## config.mk

```make
export PLATFORM = sky130hd
export DESIGN_NAME = smb_slave_engine
export DESIGN_NICKNAME = d
export VERILOG_FILES = /design/src/rtl/smb_slave_pkg.sv /design/src/rtl/smb_glitch_filter.sv /design/src/rtl/smb_bus_events.sv /design/src/rtl/smb_addr_match.sv /design/src/rtl/smb_slave_engine.sv
export SDC_FILE = /design/constraint.sdc
export NUM_CORES = 1
export LEC_CHECK = 0
export ABC_CLOCK_PERIOD_IN_PS = 2600
export BUFFER_PORTS_ARGS = -buffer_cell sky130_fd_sc_hd__buf_2
export CAP_MARGIN = 0
export CORE_MARGIN = 4
export CORE_UTILIZATION = 30
export CTS_BUF_LIST = sky130_fd_sc_hd__clkbuf_4
export DETAILED_ROUTE_END_ITERATION = 6
export PLACE_DENSITY_LB_ADDON = 0.05
export SETUP_SLACK_MARGIN = 0.5
export SYNTH_ARGS = -nofsm -noshare
export SYNTH_HDL_FRONTEND = slang
export SYNTH_SLANG_ARGS = --single-unit
export TNS_END_PERCENT = 10
```

## constraint.sdc

```tcl
create_clock -name clk -period 2.6 [get_ports clk]
set_input_delay 0 -clock clk [delete_from_list [all_inputs] [get_ports clk]]
set_output_delay 0 -clock clk [all_outputs]
set_load 0.02 [all_outputs]
```

## src/rtl/smb_slave_pkg.sv

```systemverilog
package smb_slave_pkg;
    localparam int SMB_DW    = 8;
    localparam int SMB_AW    = SMB_DW - 1;
    localparam int SMB_CNT_W = $clog2(SMB_DW + 1);

    typedef enum logic [2:0] {
        ST_IDLE,
        ST_RX,
        ST_ACKO,
        ST_TX,
        ST_ACKI,
        ST_HOLD
    } eng_st_e;

    typedef enum logic [1:0] {
        NX_ACKO,
        NX_RX,
        NX_TX
    } resume_e;

    typedef struct packed {
        eng_st_e               st;
        resume_e               nx;
        logic [SMB_CNT_W-1:0]  cnt;
        logic [SMB_DW-1:0]     sh;
        logic [SMB_DW-1:0]     rx;
        logic                  is_addr;
        logic                  txm;
        logic                  gc;
        logic                  flag;
        logic                  post_flag;
        logic                  sda_drv;
        logic                  rcv_ack;
        logic                  scl_hold;
    } eng_t;
endpackage

```

## src/rtl/smb_glitch_filter.sv

```systemverilog
module smb_glitch_filter #(
    parameter int SYNC = 2,
    parameter int WIN  = 3
) (
    input  logic clk,
    input  logic rst_n,
    input  logic din,
    output logic dout
);
    logic [SYNC-1:0] sync_d, sync_q;
    logic [WIN-1:0]  win_d, win_q;
    logic            out_d, out_q;

    function automatic logic majority(input logic [WIN-1:0] w);
        int ones;
        ones = 0;
        for (int i = 0; i < WIN; i++) ones += int'(w[i]);
        return ones > (WIN / 2);
    endfunction

    always_comb begin
        sync_d = {sync_q[SYNC-2:0], din};
        win_d  = {win_q[WIN-2:0], sync_q[SYNC-1]};
        out_d  = majority(win_q);
    end

    always_ff @(posedge clk or negedge rst_n) begin
        if (!rst_n) begin
            sync_q <= '1;
            win_q  <= '1;
            out_q  <= 1'b1;
        end else begin
            sync_q <= sync_d;
            win_q  <= win_d;
            out_q  <= out_d;
        end
    end

    assign dout = out_q;
endmodule

```

## src/rtl/smb_bus_events.sv

```systemverilog
module smb_bus_events (
    input  logic clk,
    input  logic rst_n,
    input  logic scl_f,
    input  logic sda_f,
    output logic ev_rise,
    output logic ev_fall,
    output logic ev_start,
    output logic ev_stop
);
    logic scl_d, scl_q, sda_d, sda_q;

    always_comb begin
        scl_d = scl_f;
        sda_d = sda_f;
    end

    always_ff @(posedge clk or negedge rst_n) begin
        if (!rst_n) begin
            scl_q <= 1'b1;
            sda_q <= 1'b1;
        end else begin
            scl_q <= scl_d;
            sda_q <= sda_d;
        end
    end

    assign ev_rise  = !scl_q && scl_f;
    assign ev_fall  = scl_q && !scl_f;
    assign ev_start = scl_q && scl_f && sda_q && !sda_f;
    assign ev_stop  = scl_q && scl_f && !sda_q && sda_f;
endmodule

```

## src/rtl/smb_addr_match.sv

```systemverilog
module smb_addr_match #(
    parameter int AW = 7
) (
    input  logic [AW-1:0] rx_addr,
    input  logic [AW-1:0] own_addr,
    input  logic [AW-1:0] cmp_mask,
    input  logic          gc_en,
    output logic          hit_own,
    output logic          hit_gc
);
    logic [AW-1:0] bit_ok;

    generate
        for (genvar g = 0; g < AW; g++) begin : g_bit
            assign bit_ok[g] = !cmp_mask[g] || (rx_addr[g] == own_addr[g]);
        end
    endgenerate

    assign hit_own = &bit_ok;
    assign hit_gc  = gc_en && (rx_addr == '0);
endmodule

```

## src/rtl/smb_slave_engine.sv

```systemverilog
module smb_slave_engine
    import smb_slave_pkg::*;
(
    input  logic              clk,
    input  logic              rst_n,
    input  logic              scl_i,
    input  logic              sda_i,
    output logic              scl_oe,
    output logic              sda_oe,
    input  logic              cfg_en,
    input  logic [SMB_AW-1:0] cfg_addr,
    input  logic [SMB_AW-1:0] cfg_mask,
    input  logic              cfg_gc_en,
    input  logic              cfg_hw_ack,
    input  logic              ack_bit,
    input  logic [SMB_DW-1:0] tx_data,
    input  logic              flag_clr,
    output logic [SMB_DW-1:0] rx_data,
    output logic              flag,
    output logic              tx_mode,
    output logic              rcv_ack,
    output logic              gc_hit
);
    localparam int NLINES = 2;

    logic [NLINES-1:0] raw_lines, flt_lines;
    logic scl_f, sda_f;
    logic ev_rise, ev_fall, ev_start, ev_stop;
    logic hit_own, hit_gc;
    eng_t d, q;

    assign raw_lines = {scl_i, sda_i};

    generate
        for (genvar g = 0; g < NLINES; g++) begin : g_flt
            smb_glitch_filter #(.SYNC(2), .WIN(3)) u_flt (
                .clk  (clk),
                .rst_n(rst_n),
                .din  (raw_lines[g]),
                .dout (flt_lines[g])
            );
        end
    endgenerate

    assign scl_f = flt_lines[1];
    assign sda_f = flt_lines[0];

    smb_bus_events u_ev (
        .clk     (clk),
        .rst_n   (rst_n),
        .scl_f   (scl_f),
        .sda_f   (sda_f),
        .ev_rise (ev_rise),
        .ev_fall (ev_fall),
        .ev_start(ev_start),
        .ev_stop (ev_stop)
    );

    smb_addr_match #(.AW(SMB_AW)) u_match (
        .rx_addr (q.sh[SMB_DW-1:1]),
        .own_addr(cfg_addr),
        .cmp_mask(cfg_mask),
        .gc_en   (cfg_gc_en),
        .hit_own (hit_own),
        .hit_gc  (hit_gc)
    );

    always_comb begin
        d          = q;
        d.scl_hold = q.flag;
        if (!cfg_en) begin
            d = '0;
        end else if (ev_stop) begin
            d.st      = ST_IDLE;
            d.sda_drv = 1'b0;
        end else if (ev_start) begin
            d.st      = ST_RX;
            d.is_addr = 1'b1;
            d.cnt     = '0;
            d.sda_drv = 1'b0;
            d.txm     = 1'b0;
            d.gc      = 1'b0;
        end else begin
            unique case (q.st)
                ST_RX: begin
                    if (ev_rise) begin
                        d.sh  = {q.sh[SMB_DW-2:0], sda_f};
                        d.cnt = q.cnt + 1'b1;
                    end else if (ev_fall && q.cnt == SMB_CNT_W'(SMB_DW)) begin
                        if (q.is_addr && !(hit_own || hit_gc)) begin
                            d.st = ST_IDLE;
                        end else begin
                            d.rx = q.sh;
                            if (q.is_addr) begin
                                d.txm = q.sh[0];
                                d.gc  = hit_gc;
                            end
                            if (cfg_hw_ack) begin
                                d.sda_drv   = ack_bit;
                                d.post_flag = 1'b1;
                                d.st        = ST_ACKO;
                            end else begin
                                d.flag      = 1'b1;
                                d.post_flag = 1'b0;
                                d.nx        = NX_ACKO;
                                d.st        = ST_HOLD;
                            end
                        end
                    end
                end
                ST_ACKO: begin
                    if (ev_fall) begin
                        d.sda_drv = 1'b0;
                        if (!q.sda_drv) begin
                            d.st = ST_IDLE;
                        end else if (q.post_flag) begin
                            d.flag = 1'b1;
                            d.st   = ST_HOLD;
                            d.nx   = q.txm ? NX_TX : NX_RX;
                        end else if (q.txm) begin
                            d.sda_drv = !q.sh[SMB_DW-1];
                            d.cnt     = SMB_CNT_W'(1);
                            d.st      = ST_TX;
                        end else begin
                            d.st      = ST_RX;
                            d.cnt     = '0;
                            d.is_addr = 1'b0;
                        end
                    end
                end
                ST_TX: begin
                    if (ev_fall) begin
                        if (q.cnt == SMB_CNT_W'(SMB_DW)) begin
                            d.sda_drv = 1'b0;
                            d.st      = ST_ACKI;
                        end else begin
                            d.sh      = {q.sh[SMB_DW-2:0], 1'b0};
                            d.sda_drv = !q.sh[SMB_DW-2];
                            d.cnt     = q.cnt + 1'b1;
                        end
                    end
                end
                ST_ACKI: begin
                    if (ev_rise) begin
                        d.rcv_ack = !sda_f;
                    end else if (ev_fall) begin
                        if (q.rcv_ack) begin
                            d.flag = 1'b1;
                            d.st   = ST_HOLD;
                            d.nx   = NX_TX;
                        end else begin
                            d.st = ST_IDLE;
                        end
                    end
                end
                ST_HOLD: begin
                    if (flag_clr) begin
                        d.flag = 1'b0;
                        unique case (q.nx)
                            NX_ACKO: begin
                                d.sda_drv = ack_bit;
                                d.st      = ST_ACKO;
                                if (q.txm) d.sh = tx_data;
                            end
                            NX_TX: begin
                                d.sh      = tx_data;
                                d.sda_drv = !tx_data[SMB_DW-1];
                                d.cnt     = SMB_CNT_W'(1);
                                d.st      = ST_TX;
                            end
                            default: begin
                                d.st      = ST_RX;
                                d.cnt     = '0;
                                d.is_addr = 1'b0;
                            end
                        endcase
                    end
                end
                default: ;
            endcase
        end
    end

    always_ff @(posedge clk or negedge rst_n) begin
        if (!rst_n) q <= '0;
        else        q <= d;
    end

    assign scl_oe  = q.flag || q.scl_hold;
    assign sda_oe  = q.sda_drv;
    assign rx_data = q.rx;
    assign flag    = q.flag;
    assign tx_mode = q.txm;
    assign rcv_ack = q.rcv_ack;
    assign gc_hit  = q.gc;

    assert_sda_moves_low_R12: assert property (@(posedge clk) disable iff (!rst_n)
        (cfg_en && $past(cfg_en) && !$stable(sda_oe)) |-> !scl_f);

    assert_flag_rises_low_R6: assert property (@(posedge clk) disable iff (!rst_n)
        $rose(flag) |-> !scl_f);

    assert_hold_no_clock_R8: assert property (@(posedge clk) disable iff (!rst_n)
        flag |-> !ev_rise);

    assert_stop_releases_R11: assert property (@(posedge clk) disable iff (!rst_n)
        (cfg_en && ev_stop) |=> (!sda_oe && !$rose(flag)));

    assert_off_quiet_R13: assert property (@(posedge clk) disable iff (!rst_n)
        !cfg_en |=> (!sda_oe && !flag));

    assert_nack_idle_R10: assert property (@(posedge clk) disable iff (!rst_n)
        (cfg_en && !ev_start && !ev_stop && q.st == ST_ACKI && ev_fall && !q.rcv_ack)
        |=> (!flag && !sda_oe));
endmodule

```

Word-level counts from Yosys, hierarchy flattened:

Cells that the tools add are included.
Widths: inputs -> output; s select.

* multiplexer cells: 87
* add/sub/neg operators: 5
* eq/ne operators: 71
* reductions and logical operators: 48
* magnitude comparators: 2

Operator list (number)
* $add 32x2->32: 2
* $gt 32x2->1 const B: 2
* $ne 5x5->1 const B: 10
* $mux 12: 4
* $ne 4x4->1 const B: 12
* $ne 3x3->1 const B: 15
* $mux 8: 5
* $mux 5: 7
* $mux 3: 11
* $mux 1: 32
* $mux 32: 1
* $mux 27: 1
* $reduce_and 9->1: 3
* $pmux 8 s3: 1
* $mux 2: 10
* $mux 16: 1
* $pmux 4 s4: 1
* $pmux 8 s2: 1
* $logic_not 1->1: 15
* $pmux 3 s5: 1
* $reduce_and 14->1: 1
* $reduce_and 13->1: 1
* $ne 4x1->1 const B: 3
* $reduce_and 6->1: 2
* other kinds (34): 71

* register bits after elaboration: 47
* input bits: 31
* word-level logic and storage cells: 234

Depth between registers and ports, before layout:

* word-level depth: 13
* depth in mapped cells: 8
* mapped depth without buffers: 8

Modules after synthesis:

A second synthesis with hierarchy kept.

* cell total of the unflattened synthesis: 310
* area total of the unflattened synthesis: 2997.9 um^2

Modules (own cells, without submodules)
* smb_slave_engine: sequential area each 825.8 um^2, times used 1, cells each 274, area an instance 2444.8 um^2
* smb_glitch_filter: sequential area each 157.7 um^2, times used 2, cells each 8, area an instance 177.7 um^2
* smb_addr_match: sequential area each 0.0 um^2, times used 1, cells each 14, area an instance 112.6 um^2
* smb_bus_events: sequential area each 52.6 um^2, times used 1, cells each 6, area an instance 85.1 um^2

Least setup slack after synthesis:

Ideal clock, no wire load.

* path kind: register to register
* from: register g_flt[1].u_flt.out_q
* to: register q[32] in the netlist's numbering
* library setup time: 0.125 ns
* path buffers: 1
* clock period less this slack: 2.018 ns
* path slack: 0.582 ns
* cell stages (with the launch flop): 8
* required time: 2.475 ns
* arrival: 1.893 ns
* cells stage by stage: dfstp_2 > buf_2 > nor2b_1 > a22oi_1 > o21ai_0 > a41oi_1 > o21ai_0 > mux2_2

* word-level cells in the longest chain between the ends: 6
* elaborated cells on any way between the ends: 22
* those cells by class: eq/ne: 9; mux: 3; reduce/logical: 10

RTL lines
* from (decl): RTL line smb_glitch_filter.sv:12 `logic out_d, out_q;`
* from (signal assigned): RTL line smb_glitch_filter.sv:35 `out_q <= out_d;`
* branches (longest 6 deep; another with $reduce_and 9->1)
* to (signal assigned): RTL line smb_slave_engine.sv:185 `if (!rst_n) q <= '0;`
* to (signal assigned): RTL line smb_slave_engine.sv:186 `else q <= d;`
* to (decl): RTL line smb_slave_engine.sv:30 `eng_t d, q;`

Parallel ways; which one is timed is not known.
A chain may end at the register's enable or synchronous reset.

Final worst setup path:

* from: register q[21] in the netlist's numbering
* to: register q[30] in the netlist's numbering

* word-level cells in the longest chain between the ends: 13
* elaborated cells on any way between the ends: 15
* those cells by class: eq/ne: 1; mux: 7; reduce/logical: 7

RTL lines
* $eq 1x1->1: RTL line smb_addr_match.sv:15 `assign bit_ok[g] = !cmp_mask[g] || (rx_addr[g] == own_addr[g]);`
* $logic_or 1x1->1: RTL line smb_addr_match.sv:15
* $reduce_and 7->1: RTL line smb_addr_match.sv:19 `assign hit_own = &bit_ok;`
* $logic_or 1x1->1 (*): RTL line smb_slave_engine.sv:90 `if (q.is_addr && !(hit_own || hit_gc)) begin`
* $logic_not 1->1 (*): RTL line smb_slave_engine.sv:90
* $logic_and 1x1->1 (*): RTL line smb_slave_engine.sv:90
* $mux 3 (*): RTL line smb_slave_engine.sv:90
* $mux 5 (*): RTL line smb_slave_engine.sv:89 `end else if (ev_fall && q.cnt == SMB_CNT_W'(SMB_DW)) begin`
* $mux 5 (*): RTL line smb_slave_engine.sv:86 `if (ev_rise) begin`
* $pmux 3 s5 (*): RTL line smb_slave_engine.sv:84 `unique case (q.st)`
* $mux 3 (*): RTL line smb_slave_engine.sv:76 `end else if (ev_start) begin`
* $mux 3 (*): RTL line smb_slave_engine.sv:73 `end else if (ev_stop) begin`
* $mux 32 (*): RTL line smb_slave_engine.sv:71 `if (!cfg_en) begin`

Mark *: on every way between the ends. The rest lies on a longest branch, timed or not. The select of a mux whose other input is x is not followed.

==> results_tabular.tex <==
\begin{tabular}{lr}
\hline
Metric & Value \\
\hline
\multicolumn{2}{l}{\textbf{Run status}} \\
Status & completed \\
\multicolumn{2}{l}{\textbf{Critical path}} \\
Category of the most critical setup path & reg2reg \\
Critical path fanouts, max & 5 \\
Critical path required time & 2900 ps \\
CP Data Arrival Time & roughly 2400 ps \\
Critical path capture point type & flip-flop \\
Crit path launch type & flip-flop \\
\multicolumn{2}{l}{\textbf{Power and ir drop}} \\
VDD IR-drop max & 263 uV \\
Leakage component of the power & approximately 1.6 nW \\
Pwr dens & $\sim$760 nW/um2 \\
\multicolumn{2}{l}{\textbf{Placed design}} \\
Routability cong. & a little under 0.9 \\
Count of placed standard cells including taps & approximately 470 \\
\# port buffers & 44 \\
Hpwl dp & between 6000 and 7000 um \\
\multicolumn{2}{l}{\textbf{Route}} \\
Number of detailed-routing iterations run before antenna repair & 4 \\
Total wirelength of the detailed-routed design & 8670 um \\
Final ANT Viol Nets & 0 \\
Wire length per cell after detailed routing & roughly 18 um \\
Residual DRC & 0 \\
Detail-routed via count per cell & between 5 and 6 \\
Initial DRC count & 164 \\
Via count & $\sim$2500 \\
\multicolumn{2}{l}{\textbf{STA}} \\
Slew @ Worst Pin & roughly 960 ps \\
Final sum of negative setup slack & 0 ps \\
Peak clock frequency supported by timing & around 0.47 GHz \\
Time the final worst path needs with I/O delays and setup & $\sim$2100 ps \\
Final hold vios & 0 \\
Ratio of final minimum period to clock period & around four fifths \\
Final Setup Violations & 0 \\
Unrepaired setup endpoints after global routing & true \\
Worst clock skew & 27.6 ps \\
Slew margin rel. & a little over a third \\
Number of pins exceeding their max-slew limit in the final report & 0 \\
Tightest hold margin & 38.1 ps \\
\multicolumn{2}{l}{\textbf{Global route}} \\
Maximum number of pins on one net before global-route repair & 40 \\
Most utilized layer in the global route result & met2 \\
Met2 track demand over resource & between 20\% and 30\% \\
Via count of the first global-routing pass & 2459 \\
Met1 Usage GRT & 22.0\% \\
GRT Residual Overflow & 0 \\
Combined global-route utilization of all metal layers & 15.7\% \\
Global-route wire length before repair & roughly 14000 um \\
Met3 capacity usage during global routing & about 2.7\% \\
Number of antenna violations at the first check in global routing & 0 \\
\multicolumn{2}{l}{\textbf{Synth}} \\
Fraction of synthesized cell area taken by the top area cell type & slightly below 30\% \\
Netlist area before placement & about 2900 um2 \\
Syn\_area\_per\_cell & a little over 9 um2 \\
Number of different library cells in the post-synthesis netlist & approximately 60 \\
Number of synthesized flops with an enable pin & 0 \\
Most common flop cell mapped by yosys & sky130\_fd\_sc\_hd\_\_dfrtp\_1 \\
Count of yosys warnings during synthesis & 0 \\
Syn\_nets & roughly 350 \\
Post-synthesis sequential area ratio & between 40\% and 50\% \\
Post-synthesis cell type with the largest combined area & sky130\_fd\_sc\_hd\_\_dfrtp\_1 \\
Largest cells by area after synthesis & sky130\_fd\_sc\_hd\_\_dfrtp\_1 29\%, sky130\_fd\_sc\_hd\_\_dfstp\_2 13\%, sky130\_fd\_sc\_hd\_\_nand2\_1 5.9\% \\
Async set-reset flop share out of synthesis & 100\% \\
Post-Synthesis Cells & just over 300 \\
Register bit count reported by yosys & 47 \\
Most common cell in the netlist & sky130\_fd\_sc\_hd\_\_nand2\_1 \\
List of most frequent post-synthesis cells & 45 x sky130\_fd\_sc\_hd\_\_nand2\_1, 33 x sky130\_fd\_sc\_hd\_\_dfrtp\_1, 20 x sky130\_fd\_sc\_hd\_\_nor2\_1, 19 x sky130\_fd\_sc\_hd\_\_o21ai\_0, 14 x sky130\_fd\_sc\_hd\_\_dfstp\_2 \\
\multicolumn{2}{l}{\textbf{Run}} \\
Max-capacitance violation count & 0 \\
\multicolumn{2}{l}{\textbf{Floorplanning}} \\
Chip height & between 100 and 150 um \\
Initial Utilization & a little under a third \\
Ports & 45 \\
Die Span X & about 110 um \\
Overall die area & $\sim$11000 um2 \\
Number of core rows & 35 \\
Core region area & 9240 um2 \\
\multicolumn{2}{l}{\textbf{Worst hold path}} \\
Classification of the worst-slack hold path & in2reg \\
\multicolumn{2}{l}{\textbf{Clock network}} \\
H-Tree Level Count & 2 \\
CTS tree & built \\
Clock sink total & 47 \\
Clock Path Buffers & 2 \\
Clock-pin slew on the worst setup and hold paths & roughly 160 ps \\
Worst-skew pair later-pin latency & between 300 and 400 ps \\
Root buffer selected by CTS & sky130\_fd\_sc\_hd\_\_clkbuf\_4 \\
Cts bufs inserted & 5 \\
\multicolumn{2}{l}{\textbf{Layout}} \\
Diodes inserted & 0 \\
Nets@finish & between 300 and 400 \\
Share of layout cells above drive strength 1 & about a third \\
Non-filler cells in the finished layout & between 400 and 500 \\
Layout Area Growth over Synthesis & 19.5\% \\
\hline
\end{tabular}
area by class of cell:
cell class	count	area, um2
Clock inverter	3	22.5
Timing Repair Buffer	67	409
Tap cell	129	161
Inverter	10	37.5
Fill cell	974	5830
Sequential cell	47	1200
Clock buffer	5	37.5
Multi-Input combinational cell	229	1540
critical path, stage by stage, from the launching register on:
cell and delay (ps):
sky130_fd_sc_hd__dfrtp_1 490, sky130_fd_sc_hd__xor2_1 190, sky130_fd_sc_hd__a222oi_1 340, sky130_fd_sc_hd__a31oi_2 250, sky130_fd_sc_hd__and2_1 260, sky130_fd_sc_hd__a211o_1 320
sky130_fd_sc_hd__mux2i_2 180
metal layers:
layer	part of all wire (%)	routed length (um)	vias up
met2	48	4140	81
met1	46	3980	1231
met4	1.0	88	0
li1	-	-	1212
met5	0	0	-
met3	5.3	457	10
kinds of logic (layout without fill, tap and decap cells):
| logic type | after synthesis | in the layout | synth area share [%] |
|---|---|---|---|
| AO/OA/AOI/OAI | 86 | 86 | 22.0 |
| XOR/XNOR | 8 | 8 | 2.46 |
| adder cells (fa/ha/maj) | 5 | 5 | 2.19 |
| buffers and inverters | 34 | 85 | 6.01 |
| flip-flops | 47 | 47 | 41.9 |
| multiplexers | 11 | 11 | 4.26 |
| AND/OR/NAND/NOR | 119 | 119 | 21.2 |
registers in the layout, indices dropped and copies added, names as in the netlist:
| register | count |
|---|---|
| flag | 1 |
| rx_data | 8 |
| q | 20 |
| g_flt.u_flt.dout | 2 |
| rcv_ack | 1 |
| sda_oe | 1 |
| gc_hit | 1 |
| u_ev.scl_q | 1 |
| g_flt.u_flt.win_q | 6 |
| u_ev.sda_q | 1 |
| tx_mode | 1 |
| g_flt.u_flt.sync_q | 4 |
stage by stage:
stage / utilization, % / worst slack (ps) / area (um2) / power (mW)
final: 36.9 / 493 / 3410 / 2.60
after global routing: 36.9 / 402 / 3410 / 2.80
after CTS: 36.2 / 473 / 3340 / 2.57
after detailed placement: 34.7 / 188 / 3200 / 2.15
after global placement: 34.7 / 180 / 3200 / 2.19
after floorplan: - / 582 / 2850 / 1.78
power by group:
| group | total, mW | internal (mW) | switching [mW] |
|---|---|---|---|
| Combinational | 1.16 | 0.517 | 0.643 |
| Clock | 0.386 | 0.110 | 0.276 |
| Sequential | 1.05 | 0.852 | 0.202 |
repair_timing:
item	in CTS	in global routing
gates resized for setup	9	12
hold buffers	5	0
endpoints found under the setup margin	23	26
buffers inserted	1	3
hold endpoints to repair	37	0
pin swaps	1	4
layout by cell type (no fill, tap or decap), types with 3 or more instances in the layout:
| master | n |
|---|---|
| sky130_fd_sc_hd__buf_4 | 17 |
| sky130_fd_sc_hd__dfrtp_1 | 29 |
| sky130_fd_sc_hd__a22o_1 | 4 |
| sky130_fd_sc_hd__o21ai_0 | 17 |
| sky130_fd_sc_hd__nor3_1 | 6 |
| sky130_fd_sc_hd__o31ai_1 | 4 |
| sky130_fd_sc_hd__nand2_1 | 44 |
| sky130_fd_sc_hd__a21oi_1 | 6 |
| sky130_fd_sc_hd__a21o_1 | 5 |
| sky130_fd_sc_hd__nand2b_1 | 4 |
| sky130_fd_sc_hd__a22oi_1 | 4 |
| sky130_fd_sc_hd__and2_1 | 4 |
| sky130_fd_sc_hd__a21boi_0 | 8 |
| sky130_fd_sc_hd__dlygate4sd3_1 | 5 |
| sky130_fd_sc_hd__inv_1 | 10 |
| sky130_fd_sc_hd__ha_1 | 5 |
| sky130_fd_sc_hd__nor2_1 | 20 |
| sky130_fd_sc_hd__nand3_1 | 9 |
| sky130_fd_sc_hd__dfstp_2 | 14 |
| sky130_fd_sc_hd__buf_2 | 44 |
| sky130_fd_sc_hd__mux2_2 | 9 |
| sky130_fd_sc_hd__dfrtp_2 | 4 |
| sky130_fd_sc_hd__and3_1 | 3 |
| sky130_fd_sc_hd__a31o_2 | 7 |
| sky130_fd_sc_hd__xor2_1 | 8 |
| sky130_fd_sc_hd__clkbuf_4 | 5 |
| sky130_fd_sc_hd__nor2b_1 | 7 |
worst paths after layout:
check	startpoint	end	slack, ps	depth (start not counted)
min	tx_data[5]	q[21]$_DFFE_PN0P_	40	4
max in group asynchronous	rst_n	g_flt[1].u_flt.win_q[1]$_DFF_PN1_	1560	3
min reg2reg	g_flt[1].u_flt.sync_q[1]$_DFF_PN1_	g_flt[1].u_flt.win_q[0]$_DFF_PN1_	370	0
max	q[21]$_DFFE_PN0P_	q[30]$_DFFE_PN0P_	490	6
max reg2reg	q[21]$_DFFE_PN0P_	q[30]$_DFFE_PN0P_	490	6
min in group asynchronous	rst_n	q[0]$_DFF_PN0_	290	2
(Power assumes the default switching activity.)
